`config.mk`:
```
export PLATFORM = sky130hd
export DESIGN_NAME = rd_parity_status
export DESIGN_NICKNAME = d
export VERILOG_FILES = /design/src/rtl/prs_pkg.sv /design/src/rtl/prs_lane_select.sv /design/src/rtl/prs_lane_parity.sv /design/src/rtl/rd_parity_status.sv
export SDC_FILE = /design/constraint.sdc
export NUM_CORES = 1
export LEC_CHECK = 0
export CORE_ASPECT_RATIO = 1.2
export CORE_MARGIN = 2
export CORE_UTILIZATION = 30
export DETAILED_ROUTE_END_ITERATION = 12
export DONT_BUFFER_PORTS = 1
export SKIP_CTS_REPAIR_TIMING = 1
export SYNTH_ARGS = -nofsm -noshare
export SYNTH_HDL_FRONTEND = slang
export SYNTH_SLANG_ARGS = --single-unit
export TNS_END_PERCENT = 30
```
`constraint.sdc`:
```
create_clock -name clk -period 1.19 [get_ports clk]
set_input_delay 0.1785 -clock clk [delete_from_list [all_inputs] [get_ports clk]]
set_output_delay 0.1785 -clock clk [all_outputs]
set_load 0.01 [all_outputs]
```
`src/rtl/prs_pkg.sv`:
```
package prs_pkg;

    localparam int BYTE_W = 8;
    localparam int HALF_W = 16;

    typedef enum logic [1:0] {
        S_IDLE    = 2'd0,
        S_RD_WAIT = 2'd1,
        S_WR_WAIT = 2'd2
    } bus_state_t;

endpackage

```
`src/rtl/prs_lane_select.sv`:
```
module prs_lane_select
    import prs_pkg::*;
#(
    parameter int LANES = 4
) (
    input  logic [LANES-1:0] be,
    input  logic             size8,
    input  logic             size16,
    output logic [LANES-1:0] sel
);
    localparam int GROUP  = HALF_W / BYTE_W;
    localparam int GROUPS = LANES / GROUP;

    logic [LANES-1:0] sel8;
    logic [LANES-1:0] sel16;
    logic             found8;
    logic             found16;

    // lowest enabled lane for an 8-bit port
    always_comb begin
        sel8   = '0;
        found8 = 1'b0;
        for (int i = 0; i < LANES; i++) begin
            if (be[i] && !found8) begin
                sel8[i] = 1'b1;
                found8  = 1'b1;
            end
        end
    end

    // lowest half-word with any enable for a 16-bit port
    always_comb begin
        sel16   = '0;
        found16 = 1'b0;
        for (int g = 0; g < GROUPS; g++) begin
            if (!found16 && (|be[g*GROUP +: GROUP])) begin
                sel16[g*GROUP +: GROUP] = be[g*GROUP +: GROUP];
                found16 = 1'b1;
            end
        end
    end

    always_comb begin
        if (size8) begin
            sel = sel8;
        end else if (size16) begin
            sel = sel16;
        end else begin
            sel = be;
        end
    end

endmodule

```
`src/rtl/prs_lane_parity.sv`:
```
module prs_lane_parity
    import prs_pkg::*;
#(
    parameter int LANES = 4
) (
    input  logic [LANES*BYTE_W-1:0] data,
    input  logic [LANES-1:0]        par,
    output logic [LANES-1:0]        bad
);
    for (genvar i = 0; i < LANES; i++) begin : g_lane
        assign bad[i] = ^{data[i*BYTE_W +: BYTE_W], par[i]};
    end

endmodule

```
`src/rtl/rd_parity_status.sv`:
```
module rd_parity_status
    import prs_pkg::*;
#(
    parameter int LANES = 4
) (
    input  logic                    clk,
    input  logic                    rst,
    input  logic                    bus_active,
    input  logic                    is_write,
    input  logic                    rdy_n,
    input  logic [LANES-1:0]        be,
    input  logic                    size8,
    input  logic                    size16,
    input  logic [LANES*BYTE_W-1:0] rdata,
    input  logic [LANES-1:0]        rpar,
    input  logic                    test_hiz,
    output logic                    pchk_n,
    output logic                    pchk_oe
);
    bus_state_t       state_q;
    bus_state_t       state_d;
    logic [LANES-1:0] lane_sel;
    logic [LANES-1:0] lane_bad;
    logic             rd_done;
    logic             lane_err;
    logic             pchk_n_q;
    logic             pchk_oe_q;

    prs_lane_select #(.LANES(LANES)) u_sel (
        .be     (be),
        .size8  (size8),
        .size16 (size16),
        .sel    (lane_sel)
    );

    prs_lane_parity #(.LANES(LANES)) u_par (
        .data (rdata),
        .par  (rpar),
        .bad  (lane_bad)
    );

    assign lane_err = |(lane_sel & lane_bad);

    // next state: START_RD, START_WR, COMPLETE, ABORT
    always_comb begin
        state_d = state_q;
        rd_done = 1'b0;
        unique case (state_q)
            S_IDLE: begin
                if (bus_active) begin
                    state_d = is_write ? S_WR_WAIT : S_RD_WAIT;
                end
            end
            S_RD_WAIT: begin
                if (!bus_active) begin
                    state_d = S_IDLE;
                end else if (!rdy_n) begin
                    state_d = S_IDLE;
                    rd_done = 1'b1;
                end
            end
            S_WR_WAIT: begin
                if (!bus_active || !rdy_n) begin
                    state_d = S_IDLE;
                end
            end
            default: state_d = S_IDLE;
        endcase
    end

    // state register
    always_ff @(posedge clk) begin
        if (rst) begin
            state_q <= S_IDLE;
        end else begin
            state_q <= state_d;
        end
    end

    // output register
    always_ff @(posedge clk) begin
        if (rst) begin
            pchk_n_q  <= 1'b1;
            pchk_oe_q <= 1'b1;
        end else begin
            pchk_n_q  <= !(rd_done && lane_err);
            pchk_oe_q <= !test_hiz;
        end
    end

    assign pchk_n  = pchk_n_q;
    assign pchk_oe = pchk_oe_q;

endmodule

```
Yosys cells after proc, flatten, opt, wreduce, memory -nomap -nowiden
Index checks and enable logic that the tools add are counted.
W data, S select, Z words.
{"block": "classes", "shifts": 0, "magnitude_cmp": 0, "bitwise": 1, "div": 0, "n_mux": 20, "n_mul": 0, "addsub": 0, "eq_ne": 5, "reduce_logical": 23}
{"cell": "$reduce_xor A9 Y1", "count": 4}
{"cell": "$mux W2", "count": 7}
{"cell": "$mux W1", "count": 10}
{"cell": "$logic_not A1 Y1", "count": 8}
{"cell": "$mux W4", "count": 2}
{"cell": "$pmux W2 S3", "count": 1}
{"cell": "$logic_and A1 B1 Y1", "count": 5}
{"cell": "$and A4 B4 Y4", "count": 1}
{"cell": "$ne A2 B2 Y1 const B", "count": 2}
{"cell": "$reduce_or A2 Y1", "count": 2}
{"cell": "$reduce_or A4 Y1", "count": 1}
{"cell": "$ne A3 B3 Y1 const B", "count": 1}
{"cell": "$reduce_and A3 Y1", "count": 1}
{"cell": "$eq A2 B1 Y1 const B", "count": 1}
{"cell": "$eq A2 B2 Y1 const B", "count": 1}
{"cell": "$logic_not A2 Y1", "count": 1}
{"cell": "$logic_or A1 B1 Y1", "count": 1}
{"block": "totals", "word_cells": 52, "in_bits": 48, "latch_bits": 0, "mem_bits_ro": 0, "ff_bits": 4, "ram_bits": 0, "n_memories": 0, "out_inout_bits": 2}

Depth between registers and ports, before layout
{"block": "depth", "word_depth": 15, "depth_mapped": 5, "depth_no_buf": 5}

By module
Synthesis repeated with hierarchy kept, for this count alone.
{"block": "unflattened", "cells_unflattened": 50, "area_unflattened_um2": 553.0}
{"module": "prs_lane_parity", "area_per_inst_um2": 330.3, "cells_each": 28, "instances": 1, "seq_area_each_um2": 0.0}
{"module": "rd_parity_status", "area_per_inst_um2": 176.4, "cells_each": 15, "instances": 1, "seq_area_each_um2": 80.1}
{"module": "prs_lane_select", "area_per_inst_um2": 46.3, "cells_each": 7, "instances": 1, "seq_area_each_um2": 0.0}

Least setup slack after synthesis
Ideal clock, no wire load.
{"block": "synth_timing", "path_type": "in2reg", "start": "input rdata[17]", "end": "register pchk_n_q, in the netlist pchk_n", "path_stages": 5, "setup_time_ns": 0.116, "setup_slack_ns": -0.098, "required_ns": 1.074, "n_path_buf": 0, "arrival_ns": 1.172, "cell_sequence": "xnor2_1 > xnor3_1 > xnor2_1 > a32oi_1 > a31o_1"}
{"block": "synth_via", "elab_chain_cells": 5}
{"item": "from (decl)", "line": "rd_parity_status.sv:14", "rtl": "input logic [LANES*BYTE_W-1:0] rdata,"}
{"item": "$reduce_xor A9 Y1", "line": "prs_lane_parity.sv:11", "rtl": "assign bad[i] = ^{data[i*BYTE_W +: BYTE_W], par[i]};"}
{"item": "$and A4 B4 Y4", "line": "rd_parity_status.sv:42", "rtl": "assign lane_err = |(lane_sel & lane_bad);"}
{"item": "$reduce_or A4 Y1", "line": "rd_parity_status.sv:42"}
{"item": "$logic_and A1 B1 Y1", "line": "rd_parity_status.sv:86", "rtl": "pchk_n_q <= !(rd_done && lane_err);"}
{"item": "$logic_not A1 Y1", "line": "rd_parity_status.sv:86"}
{"item": "to (signal assigned)", "line": "rd_parity_status.sv:86"}
{"item": "to (decl)", "line": "rd_parity_status.sv:26", "rtl": "logic pchk_n_q;"}
No other way between the ends.
A chain may end at the register's enable or synchronous reset.

Worst setup path in the final report
{"block": "layout_timing", "start": "register state_q[1]", "end": "register pchk_n_q, in the netlist pchk_n"}
{"block": "layout_via", "elab_chain_cells": 4}
{"item": "from (decl)", "line": "rd_parity_status.sv:20", "rtl": "bus_state_t state_q;"}
{"item": "from (signal assigned)", "line": "rd_parity_status.sv:76", "rtl": "state_q <= state_d;"}
{"item": "$eq A2 B1 Y1", "line": "rd_parity_status.sv:48", "rtl": "unique case (state_q)"}
{"item": "$mux W1", "line": "rd_parity_status.sv:48"}
{"item": "$logic_and A1 B1 Y1", "line": "rd_parity_status.sv:86"}
{"item": "$logic_not A1 Y1", "line": "rd_parity_status.sv:86"}
No other way between the ends.

==> results.sh <==
export IMPL_status="completed"
export IMPL_avgSynthCellArea_um2=10.35
export IMPL_grtUsageTotal=0.1040
export IMPL_hold_path_end="pchk_oe"
export IMPL_hold_class="input pin to flop"
export IMPL_num_vias=349
export IMPL_area_delta_synth_final_pct=17.13
export IMPL_synth_area_um2=496.7
export IMPL_yosys_warnings=0
export IMPL_clk_latency_ns=0.23
export IMPL_gr_total_overflow=0
export IMPL_finalSetupViolations=0
export IMPL_peakVddDrop_uv=477.8
export IMPL_cts_tree="yes"
export IMPL_dieArea_um2=1999
export IMPL_grt_busiest_layer="met2"
export IMPL_ys_seq_elements=4
export IMPL_timing_final_ws_setup_ns=0.08289
export IMPL_path_cells="or3b_4, nand2b_4, a31o_1"
export IMPL_maxCapViolations=0
export IMPL_grtUsageMet3=0.08257
export IMPL_hp_start="test_hiz"
export IMPL_grt_pass1_vias=391
export IMPL_cts_buffers=3
export IMPL_fin_crit_sh=0.9303
export IMPL_r2r_start="state_q[1]"
export IMPL_ys_top_cells_by_area="xnor2_1 34%, xnor3_1 18%, dfxtp_1 16%, xor2_1 7.1%, xnor2_2 3.3%"
export IMPL_final_core_util=0.3633
export IMPL_ys_types=18
export IMPL_diodes=0
export IMPL_yosysTopAreaCellShare=0.3350
export IMPL_clkTransAtPathRegs_ns=0.04
export IMPL_rsz0062_at_grt="no"
export IMPL_r2r_cells=3
export IMPL_finalNonFillerCells=70
export IMPL_worstReg2RegEnd="pchk_n"
export IMPL_skew_ns=0.003976
export IMPL_cp_top_family="simple AND/OR/NAND/NOR gates"
export IMPL_rows=16
export IMPL_routedWlPerCell_um=13.49
export IMPL_cp_buffers_inverters=0
export IMPL_viasPerCell=4.986
export IMPL_crit_fanout=2
export IMPL_cts_max_level=1
export IMPL_chipHeight_um=48.58
export IMPL_grt_antenna_before_repair=0
export IMPL_ant_nets=0
export IMPL_globalplace_congestion=0.6809
export IMPL_ctsLongestPathBuffers=2
export IMPL_dp_cells=67
export IMPL_grtUsageMet1=0.1034
export IMPL_grtUsageMet2=0.1589
export IMPL_hpwl_um=878.9
export IMPL_max_stage_delay_ns=0.39
export IMPL_initial_utilization=0.3102
export IMPL_coreArea_um2=1602
export IMPL_portBuffers=0
export IMPL_hold_path_depth=1
export IMPL_drc_errors=0
export IMPL_final_nets=102
export IMPL_critPathKind="flop to flop"
export IMPL_p_leak_nw=0.2335
export IMPL_hold_viol=0
export IMPL_worstPathRequired_ns=1.31
export IMPL_grt_pass1_wl_mm=1.449
export IMPL_drive_gt1_frac=0.1923
export IMPL_r2r_slack_ns=0.08
export IMPL_crit_arrival_ns=1.23
export IMPL_first_pass_iters=2
export IMPL_fin_crit_ns=1.107
export IMPL_cpMaxStageDelayCell="or3b_4"
export IMPL_wl_um=944
export IMPL_max_slew_margin=0.8271
export IMPL_cts_root_buf="clkbuf_4"
export IMPL_pin_count=50
export IMPL_place_ws_ns=-0.1107
export IMPL_critPathLaunchType="flop"
export IMPL_first_iter_violations=3
export IMPL_synth_nets=96
export IMPL_fp_dieW_um=41.15
export IMPL_powerDensity_nw_per_um2=977.3
export IMPL_grt_max_degree=5
export IMPL_yosysSeqAreaShare=0.1612
export IMPL_tightest_slew_ns=0.2588
export IMPL_cts_sinks=4
export IMPL_maxSlewViolCount=0
export IMPL_fmaxAchievable_mhz=903.3
export IMPL_synth_cells=48
export IMPL_crit_path_end_kind="flop"
export IMPL_tns_ns=0
export IMPL_synth_top_area_cell="xnor2_1"
export IMPL_p_total_w=0.0005686
[final cells by class]
cell class	count	area, µm²
clock buffers	3	22.52
fillers	176	1020
multi-input cells	44	449.2
flip-flops and latches	4	80.08
well taps	18	22.52
repair buffers	1	7.507
[cell families after synthesis]
logic type       after synthesis  share of synthesized area
AND/OR/NAND/NOR               10                     0.1234
flip-flops                     4                     0.1612
XOR/XNOR                      28                     0.6197
AO/OA/AOI/OAI                  5                    0.07557
multiplexers                   1                    0.02015
[worst max-delay path by stage]
stage | start | endpoint | slack [ns] | cells after the start
2_1_floorplan | rdata[11] | pchk_n | -0.03 | 5
3_3_place_gp | rdata[1] | pchk_n | -0.09 | 5
3_5_place_dp | rdata[1] | pchk_n | -0.11 | 5
4_1_cts | state_q[1] | pchk_n | -0.02 | 3
5_1_grt | state_q[1] | pchk_n | 0.05 | 3
6_report | state_q[1] | pchk_n | 0.08 | 3
[where the power goes]
part,switching [W],internal [W],leakage (nW),total (W)
combinational,0.0000789,0.000181,0.187,0.000260
clock,0.0000519,0.000113,0.0138,0.000165
sequential,0.00000410,0.000140,0.0329,0.000144
total,0.000135,0.000434,0.233,0.000569
[cells in the mapped netlist, drive strengths merged]
library cell and number:
a211o 1, a31o 1, a32oi 1, dfxtp 4, mux2i 1, nand2 1
nand2b 2, nand3 2, nor2b 2, nor3 1, nor4b 1, o21ai 1
o22ai 1, or3b 1, xnor2 20, xnor3 4, xor2 4
[placed cells by master, fill, tap and decap left out, types with 2 or more instances in the layout]
master and instances:
clkbuf_4 3, nor2b_1 2, nand3_1 2, xor2_1 4, xnor3_1 4, xnor2_2 4, dfxtp_1 4, xnor2_1 16
[stage by stage]
stage / hold slack, ns / cell area (µm²)
floorplan: 0.2515 / 519.2
global placement: 0.2602 / 549.3
detailed placement: 0.2552 / 549.3
CTS: 0.01813 / 571.8
global route: 0.004969 / 581.8
finish: 0.02394 / 581.8
[routing by layer]
layer	wire, µm	share of wire
met5	0	0
met4	0	0
met3	175	0.19
met2	508	0.54
met1	260	0.28
[state kept, by name (all words and copies together), names as in the netlist]
name     flops
pchk_n       1
state_q      2
pchk_oe      1
(Power assumes the default switching activity.)
